## config.mk

```make
export PLATFORM = sky130hd
export DESIGN_NAME = mode_step_divider
export DESIGN_NICKNAME = d
export VERILOG_FILES = /design/src/rtl/mode_step_divider.sv
export SDC_FILE = /design/constraint.sdc
export NUM_CORES = 1
export LEC_CHECK = 0
export ABC_AREA = 1
export BUFFER_PORTS_ARGS = -buffer_cell sky130_fd_sc_hd__buf_2
export CORE_ASPECT_RATIO = 0.6
export CORE_MARGIN = 3
export CORE_UTILIZATION = 30
export CTS_CLUSTER_DIAMETER = 200
export CTS_CLUSTER_SIZE = 24
export DETAILED_ROUTE_END_ITERATION = 8
export GPL_TIMING_DRIVEN = 0
export PLACE_DENSITY_LB_ADDON = 0.2
export SETUP_SLACK_MARGIN = 0.2
export SYNTH_ARGS = -nofsm -noshare
export SYNTH_HDL_FRONTEND = slang
export SYNTH_SLANG_ARGS = --single-unit
```

## constraint.sdc

```tcl
create_clock -name clk_i -period 3.5 [get_ports clk_i]
set_input_delay 0.175 -clock clk_i [delete_from_list [all_inputs] [get_ports clk_i]]
set_output_delay 0.175 -clock clk_i [all_outputs]
set_load 0.01 [all_outputs]
```

## src/rtl/mode_step_divider.sv

```systemverilog
module mode_step_divider #(
  parameter int CNT_W  = 13,
  parameter int MODE_W = 7
) (
  input  logic              clk_i,
  input  logic              init_i,
  input  logic              boot_i,
  input  logic [MODE_W-1:0] mode_i,
  output logic [CNT_W-1:0]  count_o,
  output logic              core_clk_o,
  output logic              pll_clk_o
);
  localparam int P16 = CNT_W - 1;
  localparam int P8  = CNT_W - 2;
  localparam int P4  = CNT_W - 3;
  localparam int P2  = CNT_W - 4;
  localparam int P1  = CNT_W - 5;

  logic [2:0] sel;
  logic       ext, xtal;
  logic [CNT_W-1:0] step;

  assign sel  = mode_i[2:0];
  assign ext  = mode_i[6] & mode_i[5];
  assign xtal = mode_i[5];

  always_comb begin
    step      = '0;
    step[P16] = boot_i | (ext & (sel == 3'd7));
    step[P8]  = ~boot_i & ext & (sel == 3'd6);
    step[P4]  = ~boot_i & ext & (sel == 3'd5);
    step[P2]  = ~boot_i & ((ext & (sel == 3'd4)) | (sel == 3'd0));
    step[P1]  = ~boot_i & ((ext & (sel == 3'd3)) | (xtal & (sel == 3'd2)));
    step[0]   = ~boot_i & (sel == 3'd1);
  end

  always_ff @(posedge clk_i) begin
    if (init_i) count_o <= '0;
    else        count_o <= count_o + step;
  end

  assign core_clk_o = count_o[P16];
  assign pll_clk_o  = count_o[P8];
endmodule

```

# Yosys cells after proc, flatten, opt, wreduce, memory -nomap -nowiden
# Cells that the tools add are included.
# word_totals
ff_bits,13
in_bits,10
wordCells,25
# classes
addsub,1
n_eq_ne,7
bitwise_logic,15
reduce_logical,1
# ops
cell,n
13-bit adder,1
3-bit equality test (second input constant),4
1-bit AND,11
3-bit by 2-bit equality test with 1-bit output (second input constant),2
3-bit by 1-bit equality test with 1-bit output (second input constant),1
3-bit logical NOT,1
1-bit OR,3
1-bit NOT,1

# Logic depth before layout (Yosys ltp)
# depth
ltp_word,5
mapped_depth,13

# Worst setup path after synthesis
# OpenSTA, ideal clock, no wires.
# synth_timing
path_kind,input-to-reg
startpoint,input port mode_i[6]
endpoint,register count_o[12]
arrival_time_ps,1414
t_required_ps,3387
path_slack_ps,1974
cell_stages,11
cell_sequence,nand2_1 > a2111oi_0 > ha_1 > nand2_1 > nand2_1 > nand2_1 > nand2_1 > nor2_1 > nand2_1 > nand2_1 > nor2_1
# synth_via
elab_chain_len,5
# synth_lines
element,line_no,source
start: declaration,8,"input logic [MODE_W-1:0] mode_i,"
1-bit AND (*),24,assign ext = mode_i[6] & mode_i[5];
"1-bit AND, on equally long branches","33, 32",
"1-bit OR, on equally long branches","33, 32",
"1-bit AND, on equally long branches","33, 32",
13-bit adder (*),39,else count_o <= count_o + step;
end signal: assignment,39,
end: declaration,9,"output logic [CNT_W-1:0] count_o,"
# Mark *: on every way between the ends. The rest lies on a longest branch, timed or not.
# A chain may end at the register's enable or synchronous reset.

# Worst setup path after layout
# Same ends and word-level chain as after synthesis.

==> flow_metrics.env <==
export IMPL_ys_ff_latch=13
export IMPL_slew_limit_headroom_pct=70.1
export IMPL_placement_setup_worst_slack_ns=1.60
export IMPL_initial_utilization_pct=34.2
export IMPL_skew_ns=0.00232
export IMPL_cp_data_required_time_ns=3.64
export IMPL_final_setup_viol_count=0
export IMPL_antenna_diode_count=0
export IMPL_worst_ep_arrival_time_ns=1.79
export IMPL_synth_edff_count=0
export IMPL_yosys_cell_types_count=21
export IMPL_final_util_pct=42.4
export IMPL_reg_largest_list="count_o: 13 flops"
export IMPL_outcome="finished, final reports clean"
export IMPL_dp_cell_count=172
export IMPL_route_detailed_wl_per_inst_um=10.5
export IMPL_grt_antenna_before_repair=0
export IMPL_finalWirelength_mm=1.85
export IMPL_min_path_type="primary input to register"
export IMPL_signed_area_change_from_the_synthesized_netlist_to_the_final_layout_pct=24.3
export IMPL_first_global_vias=720
export IMPL_detailroute_via_count=813
export IMPL_tightestPinTransition_ns=0.438
export IMPL_numClockSinks=13
export IMPL_final_layout_size_suffix_gt1_share_pct=21.9
export IMPL_core_um2=2330
export IMPL_num_nets_final=163
export IMPL_grt_max_degree=8
export IMPL_cts_hold_buf=0
export IMPL_criticalPathCategory="primary input to register"
export IMPL_drv_cap=0
export IMPL_portBuffers=22
export IMPL_multi_input_gate_area_um2=455
export IMPL_stdcell_count=176
export IMPL_cell_types_with_the_highest_counts_after_synthesis="sky130_fd_sc_hd__nand2_1, sky130_fd_sc_hd__nor2_1, sky130_fd_sc_hd__inv_1"
export IMPL_flip_flop_count_of_the_largest_register_all_copies_and_words_added=13
export IMPL_finalWeightedCongestion=0.714
export IMPL_cts_h_tree_depth=1
export IMPL_cts_root_buffer_cell="sky130_fd_sc_hd__clkbuf_8"
export IMPL_antenna_violating_nets_post_route=0
export IMPL_ys_warn_count=0
export IMPL_num_fill_cells=253
export IMPL_worst_r2r_setup_slack_ns=2.08
export IMPL_drt_iter0_drc=40
export IMPL_postCtsResizedCells=0
export IMPL_postSynth_topFlopCell="sky130_fd_sc_hd__dfxtp_1"
export IMPL_die_width_um=72.4
export IMPL_final_period_minus_worst_setup_slack_ns=1.65
export IMPL_half_perimeter_wire_length_after_placement_mm=1.50
export IMPL_hold_path_depth=2
export IMPL_rsz0062_at_grt="false"
export IMPL_max_flop_register="count_o"
export IMPL_clock_transition_at_path_regs_ns=0.06
export IMPL_path_max_fanout=6
export IMPL_fp_dieArea_um2=3320
export IMPL_io_pin_count=25
export IMPL_yosys_area_top_type_share_pct=32.8
export IMPL_rows=13
export IMPL_timing_critical_path_from_type="primary input"
export IMPL_globalRoute_totalOverflow=0
export IMPL_cts_post_setup_buffers_inserted=0
export IMPL_synth_cells=120
export IMPL_drv_slew=0
export IMPL_r2r_worst_path_cells=8
export IMPL_numCtsBuffers=3
export IMPL_tns_ns=0
export IMPL_synthTopCellsByArea="sky130_fd_sc_hd__dfxtp_1, sky130_fd_sc_hd__nand2_1, sky130_fd_sc_hd__nor2_1"
export IMPL_cts_tree="built"
export IMPL_postSynthNetCount=136
export IMPL_post_drt_via_cell_ratio=4.62
export IMPL_grt_use_total_pct=12.3
export IMPL_chipHeight_um=45.9
export IMPL_async_reset_ff_share_pct=0
export IMPL_syn_cell_area_um2=795
export IMPL_sequential_cell_area_um2=260
export IMPL_setup_worst_path_end_class="register"
export IMPL_synth_yosys_seq_area_share_pct=32.8
export IMPL_maximum_clock_frequency_mhz=608
export IMPL_ir_drop_uv=171
export IMPL_clk_insertion_delay_late_ns=0.24
export IMPL_avgSynthCellArea_um2=6.62
export IMPL_worst_slack_ns=1.85
export IMPL_power_leakage_nw=0.510
export IMPL_fin_hold_viols=0
export IMPL_drt_pass1_iterations=4
export IMPL_route_detailed_drc=0
export IMPL_timing_final_crit_share_pct=47.0
export IMPL_yosysMostFrequentCell="sky130_fd_sc_hd__nand2_1"
export IMPL_global_route_wire_length_before_repair_mm=3.05
export IMPL_netlist_top_cell_by_area="sky130_fd_sc_hd__dfxtp_1"
export IMPL_p_per_cell_area_nw_per_um2=327
export IMPL_clk_path_buf_depth=2
-- critical path, stage by stage --
cell                        delay (ns)
sky130_fd_sc_hd__buf_2            0.10
sky130_fd_sc_hd__nand2_1          0.07
sky130_fd_sc_hd__a2111oi_0        0.43
sky130_fd_sc_hd__ha_1             0.39
sky130_fd_sc_hd__nand2_1          0.10
sky130_fd_sc_hd__nand2_1          0.11
sky130_fd_sc_hd__nand2_1          0.08
sky130_fd_sc_hd__nand2_1          0.04
sky130_fd_sc_hd__nor2_1           0.13
sky130_fd_sc_hd__nand2_1          0.06
sky130_fd_sc_hd__nand2_1          0.05
sky130_fd_sc_hd__nor2_1           0.04
-- final cells by class --
class	instances	area share, %
sequential	13	26.4
multi-input combinational	88	46.1
tap	30	3.80
clock buffer	4	4.56
buffer	2	1.52
timing repair buffer	22	11.2
inverter	17	6.46
-- report_power, final --
part | internal (mW) | switching, mW | total (mW)
Sequential | 0.151 | 0.00184 | 0.153
Clock | 0.0805 | 0.0556 | 0.136
Combinational | 0.0136 | 0.0203 | 0.0339
-- cells in the final DEF (no fill, tap or decap) --
| cell type | netlist | layout |
|---|---|---|
| sky130_fd_sc_hd__clkbuf_1 | 0 | 1 |
| sky130_fd_sc_hd__nor2_2 | 3 | 3 |
| sky130_fd_sc_hd__o21bai_1 | 1 | 1 |
| sky130_fd_sc_hd__nand2_2 | 2 | 2 |
| sky130_fd_sc_hd__o21a_1 | 1 | 1 |
| sky130_fd_sc_hd__xnor2_1 | 1 | 1 |
| sky130_fd_sc_hd__ha_1 | 6 | 6 |
| sky130_fd_sc_hd__nand3_1 | 7 | 7 |
| sky130_fd_sc_hd__clkbuf_8 | 0 | 3 |
| sky130_fd_sc_hd__buf_2 | 0 | 22 |
| sky130_fd_sc_hd__a2111oi_0 | 1 | 1 |
| sky130_fd_sc_hd__buf_4 | 2 | 2 |
| sky130_fd_sc_hd__nor3_1 | 2 | 2 |
| sky130_fd_sc_hd__nand2_1 | 28 | 28 |
| sky130_fd_sc_hd__nor4_1 | 1 | 1 |
| sky130_fd_sc_hd__xor2_1 | 2 | 2 |
| sky130_fd_sc_hd__and2_1 | 1 | 1 |
| sky130_fd_sc_hd__o21ai_0 | 2 | 2 |
| sky130_fd_sc_hd__o21ai_1 | 1 | 1 |
| sky130_fd_sc_hd__inv_1 | 17 | 17 |
| sky130_fd_sc_hd__nor2_1 | 21 | 21 |
| sky130_fd_sc_hd__nand4_1 | 2 | 2 |
| sky130_fd_sc_hd__a21oi_1 | 6 | 6 |
| sky130_fd_sc_hd__dfxtp_1 | 13 | 13 |
-- path summary, 6_finish.rpt --
kind / startpoint / endpoint
setup / recovery: mode_i[6] / count_o[12]
setup reg to reg: count_o[0] / count_o[10]
hold reg to reg: count_o[6] / count_o[6]
hold / removal: init_i / count_o[1]
-- per-stage QoR --
| step | area, um^2 | hold slack [ns] | power (mW) |
|---|---|---|---|
| final | 987 | 0.203 | 0.323 |
| after global placement | 942 | 0.441 | 0.189 |
| after global routing | 987 | 0.195 | 0.342 |
| after floorplan | 795 | 0.246 | 0.175 |
| after detailed placement | 942 | 0.447 | 0.190 |
| after CTS | 987 | 0.184 | 0.328 |
-- cells by family after synthesis --
logic type / Yosys count / share of synthesized area [%]
simple gates: 67 / 35.9
buf+inv: 19 / 9.92
flops: 13 / 32.8
fa+ha+maj: 6 / 9.45
compound gates: 12 / 8.66
xor+xnor: 3 / 3.31
-- metal layers --
| layer | GRT usage [%] | share of wire [%] | vias to the layer above |
|---|---|---|---|
| li1 | - | - | 434 |
| met1 | 16.1 | 52 | 354 |
| met2 | 18.3 | 40 | 20 |
| met3 | 4.85 | 6.9 | 5 |
| met4 | 4.41 | 1.4 | 0 |
| met5 | 0 | 0 | - |
Power figures use the tool's default switching activity.
